File: src/rtl/boot_pkg.sv
package boot_pkg;
  typedef enum logic [2:0] {
    ST_POR,
    ST_CMD,
    ST_DATA,
    ST_INIT,
    ST_USER
  } boot_st_e;

  localparam logic [7:0] RD_OPCODE = 8'h03;
  localparam int ADDR_BITS = 24;
  localparam int HDR_BITS  = 8 + ADDR_BITS;
endpackage

File: src/rtl/boot_clkdiv.sv
module boot_clkdiv #(
  parameter int HALF_DIV = 7
) (
  input  logic clk,
  input  logic rst_n,
  input  logic run_i,
  output logic sclk_o,
  output logic rise_o,
  output logic fall_o
);
  localparam int CW = (HALF_DIV > 1) ? $clog2(HALF_DIV) : 1;

  logic [CW-1:0] cnt_q, cnt_d;
  logic          sclk_q, sclk_d;
  logic          tick;

  assign tick   = run_i && (cnt_q == CW'(HALF_DIV - 1));
  assign rise_o = tick && !sclk_q;
  assign fall_o = tick && sclk_q;
  assign sclk_o = sclk_q;

  always_comb begin
    cnt_d  = cnt_q;
    sclk_d = sclk_q;
    if (!run_i) begin
      cnt_d  = '0;
      sclk_d = 1'b0;
    end else if (tick) begin
      cnt_d  = '0;
      sclk_d = !sclk_q;
    end else begin
      cnt_d  = cnt_q + 1'b1;
    end
  end

  always_ff @(posedge clk or negedge rst_n) begin
    if (!rst_n) begin
      cnt_q  <= '0;
      sclk_q <= 1'b0;
    end else begin
      cnt_q  <= cnt_d;
      sclk_q <= sclk_d;
    end
  end

  // the divided clock only moves while the divider is running
  p_sclk_needs_run_r3: assert property (@(posedge clk) disable iff (!rst_n)
    $rose(sclk_q) |-> $past(run_i));
endmodule

File: src/rtl/boot_seq.sv
module boot_seq
  import boot_pkg::*;
#(
  parameter int POR_CYCLES  = 25_000_000,
  parameter int INIT_CYCLES = 136
) (
  input  logic     clk,
  input  logic     rst_n,
  input  logic     rise_i,
  input  logic     fall_i,
  input  logic     hdr_done_i,
  input  logic     img_done_i,
  output boot_st_e st_o
);
  localparam int POR_W  = $clog2(POR_CYCLES + 1);
  localparam int INIT_W = $clog2(INIT_CYCLES + 1);

  boot_st_e          st_q, st_d;
  logic [POR_W-1:0]  por_q, por_d;
  logic [INIT_W-1:0] init_q, init_d;

  assign st_o = st_q;

  always_comb begin
    st_d   = st_q;
    por_d  = por_q;
    init_d = init_q;
    unique case (st_q)
      ST_POR: begin
        if (por_q == POR_W'(POR_CYCLES - 1)) st_d = ST_CMD;
        else                                 por_d = por_q + 1'b1;
      end
      ST_CMD:  if (hdr_done_i) st_d = ST_DATA;
      ST_DATA: begin
        if (img_done_i && fall_i) begin
          st_d   = ST_INIT;
          init_d = '0;
        end
      end
      ST_INIT: begin
        if (rise_i) begin
          if (init_q == INIT_W'(INIT_CYCLES - 1)) st_d = ST_USER;
          else                                    init_d = init_q + 1'b1;
        end
      end
      ST_USER: st_d = ST_USER;
      default: st_d = ST_POR;
    endcase
  end

  always_ff @(posedge clk or negedge rst_n) begin
    if (!rst_n) begin
      st_q   <= ST_POR;
      por_q  <= '0;
      init_q <= '0;
    end else begin
      st_q   <= st_d;
      por_q  <= por_d;
      init_q <= init_d;
    end
  end

  // once the power-on delay has ended it never restarts without reset
  p_no_return_por_r2: assert property (@(posedge clk) disable iff (!rst_n)
    (st_q != ST_POR) |=> (st_q != ST_POR));
  // the initialization phase only advances on a serial rising tick
  p_init_waits_rise_r8: assert property (@(posedge clk) disable iff (!rst_n)
    (st_q == ST_INIT && !rise_i) |=> (st_q == ST_INIT));
endmodule

File: src/rtl/boot_shift.sv
module boot_shift
  import boot_pkg::*;
#(
  parameter int IMAGE_BYTES = 16
) (
  input  logic       clk,
  input  logic       rst_n,
  input  boot_st_e   st_i,
  input  logic       rise_i,
  input  logic       fall_i,
  input  logic       data_i,
  output logic       cmd_o,
  output logic       hdr_done_o,
  output logic       img_done_o,
  output logic [7:0] byte_o,
  output logic       vld_o
);
  localparam int TOTAL   = IMAGE_BYTES * 8;
  localparam int CNT_MAX = (TOTAL > HDR_BITS) ? TOTAL : HDR_BITS;
  localparam int CNT_W   = $clog2(CNT_MAX + 1);

  logic [HDR_BITS-1:0] hdr_q, hdr_d;
  logic [CNT_W-1:0]    cnt_q, cnt_d;
  logic [6:0]          acc_q, acc_d;
  logic [7:0]          byte_q, byte_d;
  logic                vld_q, vld_d;

  assign cmd_o      = hdr_q[HDR_BITS-1];
  assign hdr_done_o = (st_i == ST_CMD) && rise_i && (cnt_q == CNT_W'(HDR_BITS - 1));
  assign img_done_o = (st_i == ST_DATA) && (cnt_q == CNT_W'(TOTAL));
  assign byte_o     = byte_q;
  assign vld_o      = vld_q;

  always_comb begin
    hdr_d  = hdr_q;
    cnt_d  = cnt_q;
    acc_d  = acc_q;
    byte_d = byte_q;
    vld_d  = 1'b0;
    unique case (st_i)
      ST_CMD: begin
        if (fall_i) hdr_d = {hdr_q[HDR_BITS-2:0], 1'b0};
        if (rise_i) cnt_d = hdr_done_o ? '0 : cnt_q + 1'b1;
      end
      ST_DATA: begin
        if (rise_i && !img_done_o) begin
          acc_d = {acc_q[5:0], data_i};
          cnt_d = cnt_q + 1'b1;
          if (cnt_q[2:0] == 3'd7) begin
            byte_d = {acc_q, data_i};
            vld_d  = 1'b1;
          end
        end
      end
      default: begin
        hdr_d = {RD_OPCODE, {ADDR_BITS{1'b0}}};
        cnt_d = '0;
      end
    endcase
  end

  always_ff @(posedge clk or negedge rst_n) begin
    if (!rst_n) begin
      hdr_q  <= {RD_OPCODE, {ADDR_BITS{1'b0}}};
      cnt_q  <= '0;
      acc_q  <= '0;
      byte_q <= '0;
      vld_q  <= 1'b0;
    end else begin
      hdr_q  <= hdr_d;
      cnt_q  <= cnt_d;
      acc_q  <= acc_d;
      byte_q <= byte_d;
      vld_q  <= vld_d;
    end
  end

  // the byte strobe never lasts two cycles
  p_vld_pulse_r5: assert property (@(posedge clk) disable iff (!rst_n)
    vld_q |=> !vld_q);
  // no bit is taken once the whole image has been received
  p_no_extra_bits_r6: assert property (@(posedge clk) disable iff (!rst_n)
    img_done_o |=> (cnt_q == CNT_W'(TOTAL)));
endmodule

File: src/rtl/as_config_loader.sv
module as_config_loader
  import boot_pkg::*;
#(
  parameter int HALF_DIV    = 7,
  parameter int POR_CYCLES  = 25_000_000,
  parameter int IMAGE_BYTES = 16,
  parameter int INIT_CYCLES = 136
) (
  input  logic       clk,
  input  logic       rst_n,
  output logic       flash_sck_o,
  output logic       flash_cs_n_o,
  output logic       flash_mosi_o,
  input  logic       flash_miso_i,
  output logic [7:0] img_byte_o,
  output logic       img_valid_o,
  output logic       cfg_ready_o,
  output logic       cfg_done_o,
  output logic       user_mode_o,
  output logic       io_hiz_o
);
  logic [1:0] rs_q;
  logic       srst_n;
  boot_st_e   st;
  logic       run, xfer, sclk_int, rise_p, fall_p, hdr_done, img_done;

  always_ff @(posedge clk or negedge rst_n) begin
    if (!rst_n) rs_q <= 2'b00;
    else        rs_q <= {rs_q[0], 1'b1};
  end
  assign srst_n = rs_q[1];

  assign xfer = (st == ST_CMD) || (st == ST_DATA);
  assign run  = xfer || (st == ST_INIT);

  boot_clkdiv #(.HALF_DIV(HALF_DIV)) u_div (
    .clk(clk), .rst_n(srst_n), .run_i(run),
    .sclk_o(sclk_int), .rise_o(rise_p), .fall_o(fall_p)
  );

  boot_seq #(.POR_CYCLES(POR_CYCLES), .INIT_CYCLES(INIT_CYCLES)) u_seq (
    .clk(clk), .rst_n(srst_n), .rise_i(rise_p), .fall_i(fall_p),
    .hdr_done_i(hdr_done), .img_done_i(img_done), .st_o(st)
  );

  boot_shift #(.IMAGE_BYTES(IMAGE_BYTES)) u_shift (
    .clk(clk), .rst_n(srst_n), .st_i(st), .rise_i(rise_p), .fall_i(fall_p),
    .data_i(flash_miso_i), .cmd_o(flash_mosi_o), .hdr_done_o(hdr_done),
    .img_done_o(img_done), .byte_o(img_byte_o), .vld_o(img_valid_o)
  );

  assign flash_sck_o  = sclk_int && xfer;
  assign flash_cs_n_o = !xfer;
  assign cfg_ready_o  = (st != ST_POR);
  assign cfg_done_o   = (st == ST_INIT) || (st == ST_USER);
  assign user_mode_o  = (st == ST_USER);
  assign io_hiz_o     = (st != ST_USER);

  // the flash is never selected during the power-on delay
  p_cs_needs_ready_r2: assert property (@(posedge clk) disable iff (!srst_n)
    !flash_cs_n_o |-> cfg_ready_o);
  // the command line holds steady while the serial clock is high
  p_cmd_on_fall_r4: assert property (@(posedge clk) disable iff (!srst_n)
    (flash_sck_o && $past(flash_sck_o)) |-> $stable(flash_mosi_o));
  // done is sticky
  p_done_hold_r7: assert property (@(posedge clk) disable iff (!srst_n)
    cfg_done_o |=> cfg_done_o);
  // user mode implies done
  p_user_after_done_r8: assert property (@(posedge clk) disable iff (!srst_n)
    user_mode_o |-> cfg_done_o);
endmodule

File: config.mk
export PLATFORM = sky130hd
export DESIGN_NAME = as_config_loader
export DESIGN_NICKNAME = d
export VERILOG_FILES = /design/src/rtl/boot_pkg.sv /design/src/rtl/boot_clkdiv.sv /design/src/rtl/boot_seq.sv /design/src/rtl/boot_shift.sv /design/src/rtl/as_config_loader.sv
export SDC_FILE = /design/constraint.sdc
export NUM_CORES = 1
export LEC_CHECK = 0
export ABC_AREA = 1
export CAP_MARGIN = 25
export CORE_ASPECT_RATIO = 1.75
export CORE_MARGIN = 5
export CORE_UTILIZATION = 40
export DETAILED_ROUTE_END_ITERATION = 8
export GPL_TIMING_DRIVEN = 0
export PLACE_DENSITY_LB_ADDON = 0.2
export SLEW_MARGIN = 20
export SYNTH_ARGS = -nofsm -noshare
export SYNTH_HDL_FRONTEND = slang
export SYNTH_SLANG_ARGS = --single-unit
File: constraint.sdc
create_clock -name clk -period 2.2 [get_ports clk]
set_clock_uncertainty 0.15 [all_clocks]
set_input_delay 0.22 -clock clk [delete_from_list [all_inputs] [get_ports clk]]
set_output_delay 0.22 -clock clk [all_outputs]
set_load 0.05 [all_outputs]
# --- Yosys cells after proc, flatten, opt, wreduce, memory -nomap -nowiden ---
# Cells that the tools add are included.
classes:
  addsub: 4
  n_eq_ne: 21
  n_mux: 23
  bitwise_logic: 2
  n_reduce_logical: 25
op_table:
  columns: ["operator", "n"]
  rows:
  - ["$pmux W32 S2", 1]
  - ["$mux W8", 6]
  - ["$mux W32", 1]
  - ["$pmux W8 S2", 2]
  - ["$add A25 B1 Y25 const B", 1]
  - ["$eq A25 B25 Y1 const B", 1]
  - ["$mux W3", 7]
  - ["$add A8 B1 Y8 const B", 2]
  - ["$eq A8 B8 Y1 const B", 2]
  - ["$ne A2 B1 Y1 const B", 8]
  - ["$pmux W3 S5", 1]
  - ["$eq A3 B3 Y1 const B", 3]
  - ["$logic_and A1 B1 Y1", 9]
  - ["$eq A8 B5 Y1 const B", 1]
  - ["$reduce_and A2 Y1", 4]
  - ["$eq A3 B2 Y1 const B", 2]
  - ["$mux W1", 5]
  - ["$reduce_and A5 Y1", 1]
  - ["$ne A2 B2 Y1 const B", 2]
  - ["$reduce_and A4 Y1", 1]
  - ["$add A3 B1 Y3 const B", 1]
  - ["$eq A3 B1 Y1 const B", 1]
  - ["$logic_not A1 Y1", 3]
  - ["$logic_not A3 Y1", 1]
  - ["other kinds (6)", 9]
totals:
  regBits: 98
  in_bits: 3
  out_inout_bits: 16
  elab_cells: 86

# --- Logic depth before layout (Yosys ltp) ---
depth:
  word_depth: 10
  mapped_depth: 12
  mapped_depth_nobuf: 12

# --- Hierarchy ---
# Synthesis repeated with hierarchy kept, for this count alone.
hier_totals:
  hier_cells: 577
  area_unflattened_um2: 4264.1
modules_own_cells:
  columns: ["module", "n_inst", "cells_each", "area_each_um2"]
  rows:
  - ["boot_seq", 1, 348, 2311.0]
  - ["boot_shift", 1, 189, 1621.6]
  - ["boot_clkdiv", 1, 25, 203.9]
  - ["as_config_loader", 1, 15, 127.6]

# --- Worst setup path before layout ---
# OpenSTA, ideal clock, no wires.
synth_path:
  kind: "register -> register"
  from: "reg u_seq.st_q[1], in the netlist u_seq.st_o[1]"
  to: "reg u_seq.st_q[2], in the netlist u_seq.st_o[2]"
  setup_time_ns: 0.080
  arrival_ns: 2.609
  required_time_ns: 1.970
  slack_ns: -0.640
  stages_incl_launch_ff: 8
  path_buffers: 0
  synth_period_minus_slack_ns: 2.840
  path_cell_list: "dfrtp_1 nor2_1 inv_1 nor2_1 inv_1 nand2_1 inv_1 nor3_2"
synth_via:
  word_cells_on_any_way: 21
  cone_classes: "9 x eq/ne; 1 x mux; 11 x reduce/logical"
synth_rtl:
  columns: ["element", "line_no", "rtl"]
  rows:
  - ["start: declaration", "boot_seq.sv:18", "boot_st_e st_q, st_d;"]
  - ["start signal: assignment", "boot_seq.sv:57", "st_q <= st_d;"]
  - ["$eq A3 B3 Y1", null, null]
  - ["net user_mode_o", "as_config_loader.sv:19", "output logic user_mode_o,"]
  - ["$pmux W3 S5", "boot_seq.sv:28", "unique case (st_q)"]
# The timed path passes the listed nets, and every way through them passes these cells.
# A chain may end at the register's enable or synchronous reset.

# --- Final worst setup path ---
layout_path:
  from: "reg u_seq.st_q[1], in the netlist u_seq.st_o[1]"
  to: "out io_hiz_o"
layout_via:
  elab_chain_len: 1
layout_lines:
  columns: ["element", "line_no", "rtl"]
  rows:
  - ["$ne A3 B3 Y1", "as_config_loader.sv:57", "assign io_hiz_o = (st != ST_USER);"]
  - ["end: declaration", "as_config_loader.sv:20", "output logic io_hiz_o"]
# Every way passes these cells.

==> impl_metrics.env <==
export IMPL_status="finished, final reports clean"
export IMPL_whs_ns=0.0968
export IMPL_cts_num_sinks=74
export IMPL_core_area_um2=9910
export IMPL_htreeDepth=3
export IMPL_cp_required_ns=1.83
export IMPL_clk_pin_slew_worst_paths_ns=0.06
export IMPL_die_area_um2=12400
export IMPL_clock_latency_ns=0.33
export IMPL_initial_core_util_pct=41.0
export IMPL_synth_cells=524
export IMPL_wl_mm=9.05
export IMPL_totalPowerFinal_w=0.00297
export IMPL_critPathMostFrequentCell="inv_1"
export IMPL_slew_headroom_pct=61.4
export IMPL_p_leak_nw=2.26
export IMPL_cts_buffers=9
export IMPL_routabilityCongestion=0.966
export IMPL_syn_to_final_growth_pct=18.4
export IMPL_hp_class="register to asynchronous set/reset pin"
export IMPL_finish_instance_area_um2=4810
export IMPL_rsz0062_at_grt="true"
export IMPL_cts_tree="done"
export IMPL_seqPwrFrac_pct=46.3
export IMPL_ys_ff_latch=74
export IMPL_layout_common_cells="181 x nand2_1, 70 x dfrtp_1, 55 x inv_1"
export IMPL_setup_viol=0
export IMPL_pwr_share_clk_pct=52.8
export IMPL_layout_commonest_cell="nand2_1"
export IMPL_cp_slowest_cell="dfrtp_1"
export IMPL_rows=48
export IMPL_fillerInstances=996
export IMPL_fin_nets=568
export IMPL_path_class="register to output pin"
export IMPL_cap_viol_max_count=0
export IMPL_synth_distinct_cells=35
export IMPL_syn_avg_cell_area_um2=7.76
export IMPL_synth_largest_area_cell="dfrtp_1"
export IMPL_crit_chain="nor2_1, inv_1, nor2_4, inv_1, dlygate4sd2_1"
export IMPL_die_w_um=86.2
export IMPL_pin_count=19
export IMPL_fin_ws_ns=0.0873
export IMPL_grt_max_degree=48
export IMPL_num_vias=3347
export IMPL_cp_buffers_inverters=3
export IMPL_synth_nets=534
export IMPL_first_iter_violations=121
export IMPL_diodes=0
export IMPL_wl_per_cell_um=13.2
export IMPL_power_switching_w=0.000605
export IMPL_swShare_pct=20.4
export IMPL_post_place_ws_ns=-0.514
export IMPL_placed_cell_area_um2=4450
export IMPL_portBuffers=18
export IMPL_vdd_ir_drop_max_uv=434
export IMPL_dieHeight_um=143
export IMPL_arrival_ns=1.74
export IMPL_fin_setup_tns_ns=0
export IMPL_p_int_w=0.00236
export IMPL_antenna_found_initial=0
export IMPL_critPathMaxStageDelay_ns=0.45
export IMPL_netlist_top_cells_area="dfrtp_1 44%, nand2_1 17%, inv_1 5.3%, nor2_1 4.3%, o21ai_2 3.4%"
export IMPL_hold_viol=0
export IMPL_ys_seq_area_share_pct=45.6
export IMPL_first_global_vias=3355
export IMPL_layout_drive_gt1_share_pct=14.6
export IMPL_track_usage_pct=16.0
export IMPL_slew_violations=0
export IMPL_cp_top_family="buffers and inverters"
export IMPL_drc=0
export IMPL_grt_pass1_wl_mm=15.6
export IMPL_cts_root_buf="clkbuf_16"
export IMPL_fin_crit_sh_pct=96.0
export IMPL_clock_path_buffers=2
export IMPL_ys_warn_count=0
export IMPL_synth_top_area_share_pct=44.3
export IMPL_timing_fmax_mhz=473
export IMPL_cp_end_kind="output pin"
export IMPL_min_period_ns=2.11
export IMPL_antenna_left=0
export IMPL_viasPerCell=4.86
export IMPL_start_kind="register"
export IMPL_gr_total_overflow=0
export IMPL_crit_fanout=5
export IMPL_tightestPinTransition_ns=0.575
export IMPL_synth_cell_area_um2=4070
export IMPL_hpwlAfterDp_mm=6.81
export IMPL_power_density_nw_per_um2=616
export IMPL_drt_pass1_iterations=4
export IMPL_p_comb_share_pct=0.9
## repair_timing
item | CTS | global route
pin swaps | 0 | 2
hold buffers | 1 | 0
setup endpoints to repair | 7 | 31
gates resized for setup | 14 | 17
endpoints found under the hold margin | 2 | 0
setup buffers | 0 | 3
## per-stage QoR
stage,util (%),std cells
global placement,44.6,667
floorplan,-,524
detailed placement,44.9,668
finish,48.6,688
global route,48.6,688
CTS,48.2,685
## worst paths after layout
path	from	to	slack [ns]	cells past startpoint
worst min-delay path	rs_q[1]	u_shift.byte_o[3]	0.1	0
min in group clk	rs_q[0]	rs_q[1]	0.20	0
worst max register to register	u_shift.cnt_q[0]	u_seq.init_q[6]	0.11	9
worst min register to register	rs_q[1]	u_shift.byte_o[3]	0.1	0
max in group asynchronous	rs_q[1]	u_shift.hdr_q[25]	1.18	1
worst max-delay path	u_seq.st_o[1]	io_hiz_o	0.09	5
## registers in the layout (all words and copies together), names as in the netlist
name            flops
u_seq.st_o          3
u_div.cnt_q         3
u_shift.hdr_q       8
u_seq.init_q        8
u_shift.vld_o       1
u_shift.byte_o      8
u_div.sclk_o        1
u_shift.acc_q       7
rs_q                2
u_shift.cnt_q       8
u_seq.por_q        25
## cell families (layout without fill, tap and decap cells)
kind of cell	after synthesis	in the layout	synth area share, %
AND/OR/NAND/NOR	304	304	33.3
flip-flops	74	74	45.6
buffers and inverters	69	108	7.01
AO/OA/AOI/OAI	52	52	8.21
XOR/XNOR	17	17	3.66
adder cells (fa/ha/maj)	7	7	2.15
other	1	1	0.0922
## layer usage
layer  GRT usage [%]  part of all wire [%]  up-vias
li1                -                     -     1720
met1            17.3                    40     1555
met5               0                     0        -
met3            3.27                   2.6       21
met4            7.55                   3.3        0
met2            29.1                    55       51
## cell usage after synthesis (all sizes together)
cell type  instances
nand3b             8
nand2            187
nand3             29
dfstp              2
o211ai             1
buf                7
a21boi             1
nor2              50
xor2              13
xnor2              4
o21ai             39
nor3              15
dfrtp             72
nand4              7
clkbuf             1
inv               61
nor3b              2
or2                6
a21oi              4
o22ai              7
ha                 7
conb               1
## power groups by stage
stage | Combinational, W | Clock (W) | Sequential, W
6_report | 0.0000278 | 0.00157 | 0.00137
5_1_grt | 0.0000326 | 0.00168 | 0.00137
4_1_cts | 0.0000296 | 0.00162 | 0.00137
3_5_place_dp | 0.0000281 | 0 | 0.00140
3_3_place_gp | 0.00000437 | 0 | 0.00142
2_1_floorplan | 0.000000149 | 0 | 0.00141
## worst reg2reg max path: stages (launching register included)
cell and delay (ns):
dfrtp_1 0.43, inv_1 0.11, ha_1 0.16, nor3b_1 0.26
nand3_2 0.14, o21ai_2 0.25, nand3_4 0.16, buf_6 0.19
nand2_1 0.08, o21ai_2 0.05
## area by class of cell
type	instances	area, um2	share of cell area [%]
well taps	125	156	3.25
repair buffers	23	224	4.65
clock inverters	7	93.8	1.95
inverters	61	229	4.76
clock buffers	9	225	4.68
multi-input cells	381	1970	40.9
plain buffers	8	57.6	1.20
flip-flops and latches	74	1860	38.6
Note: power is estimated with default switching activity, not from simulation.
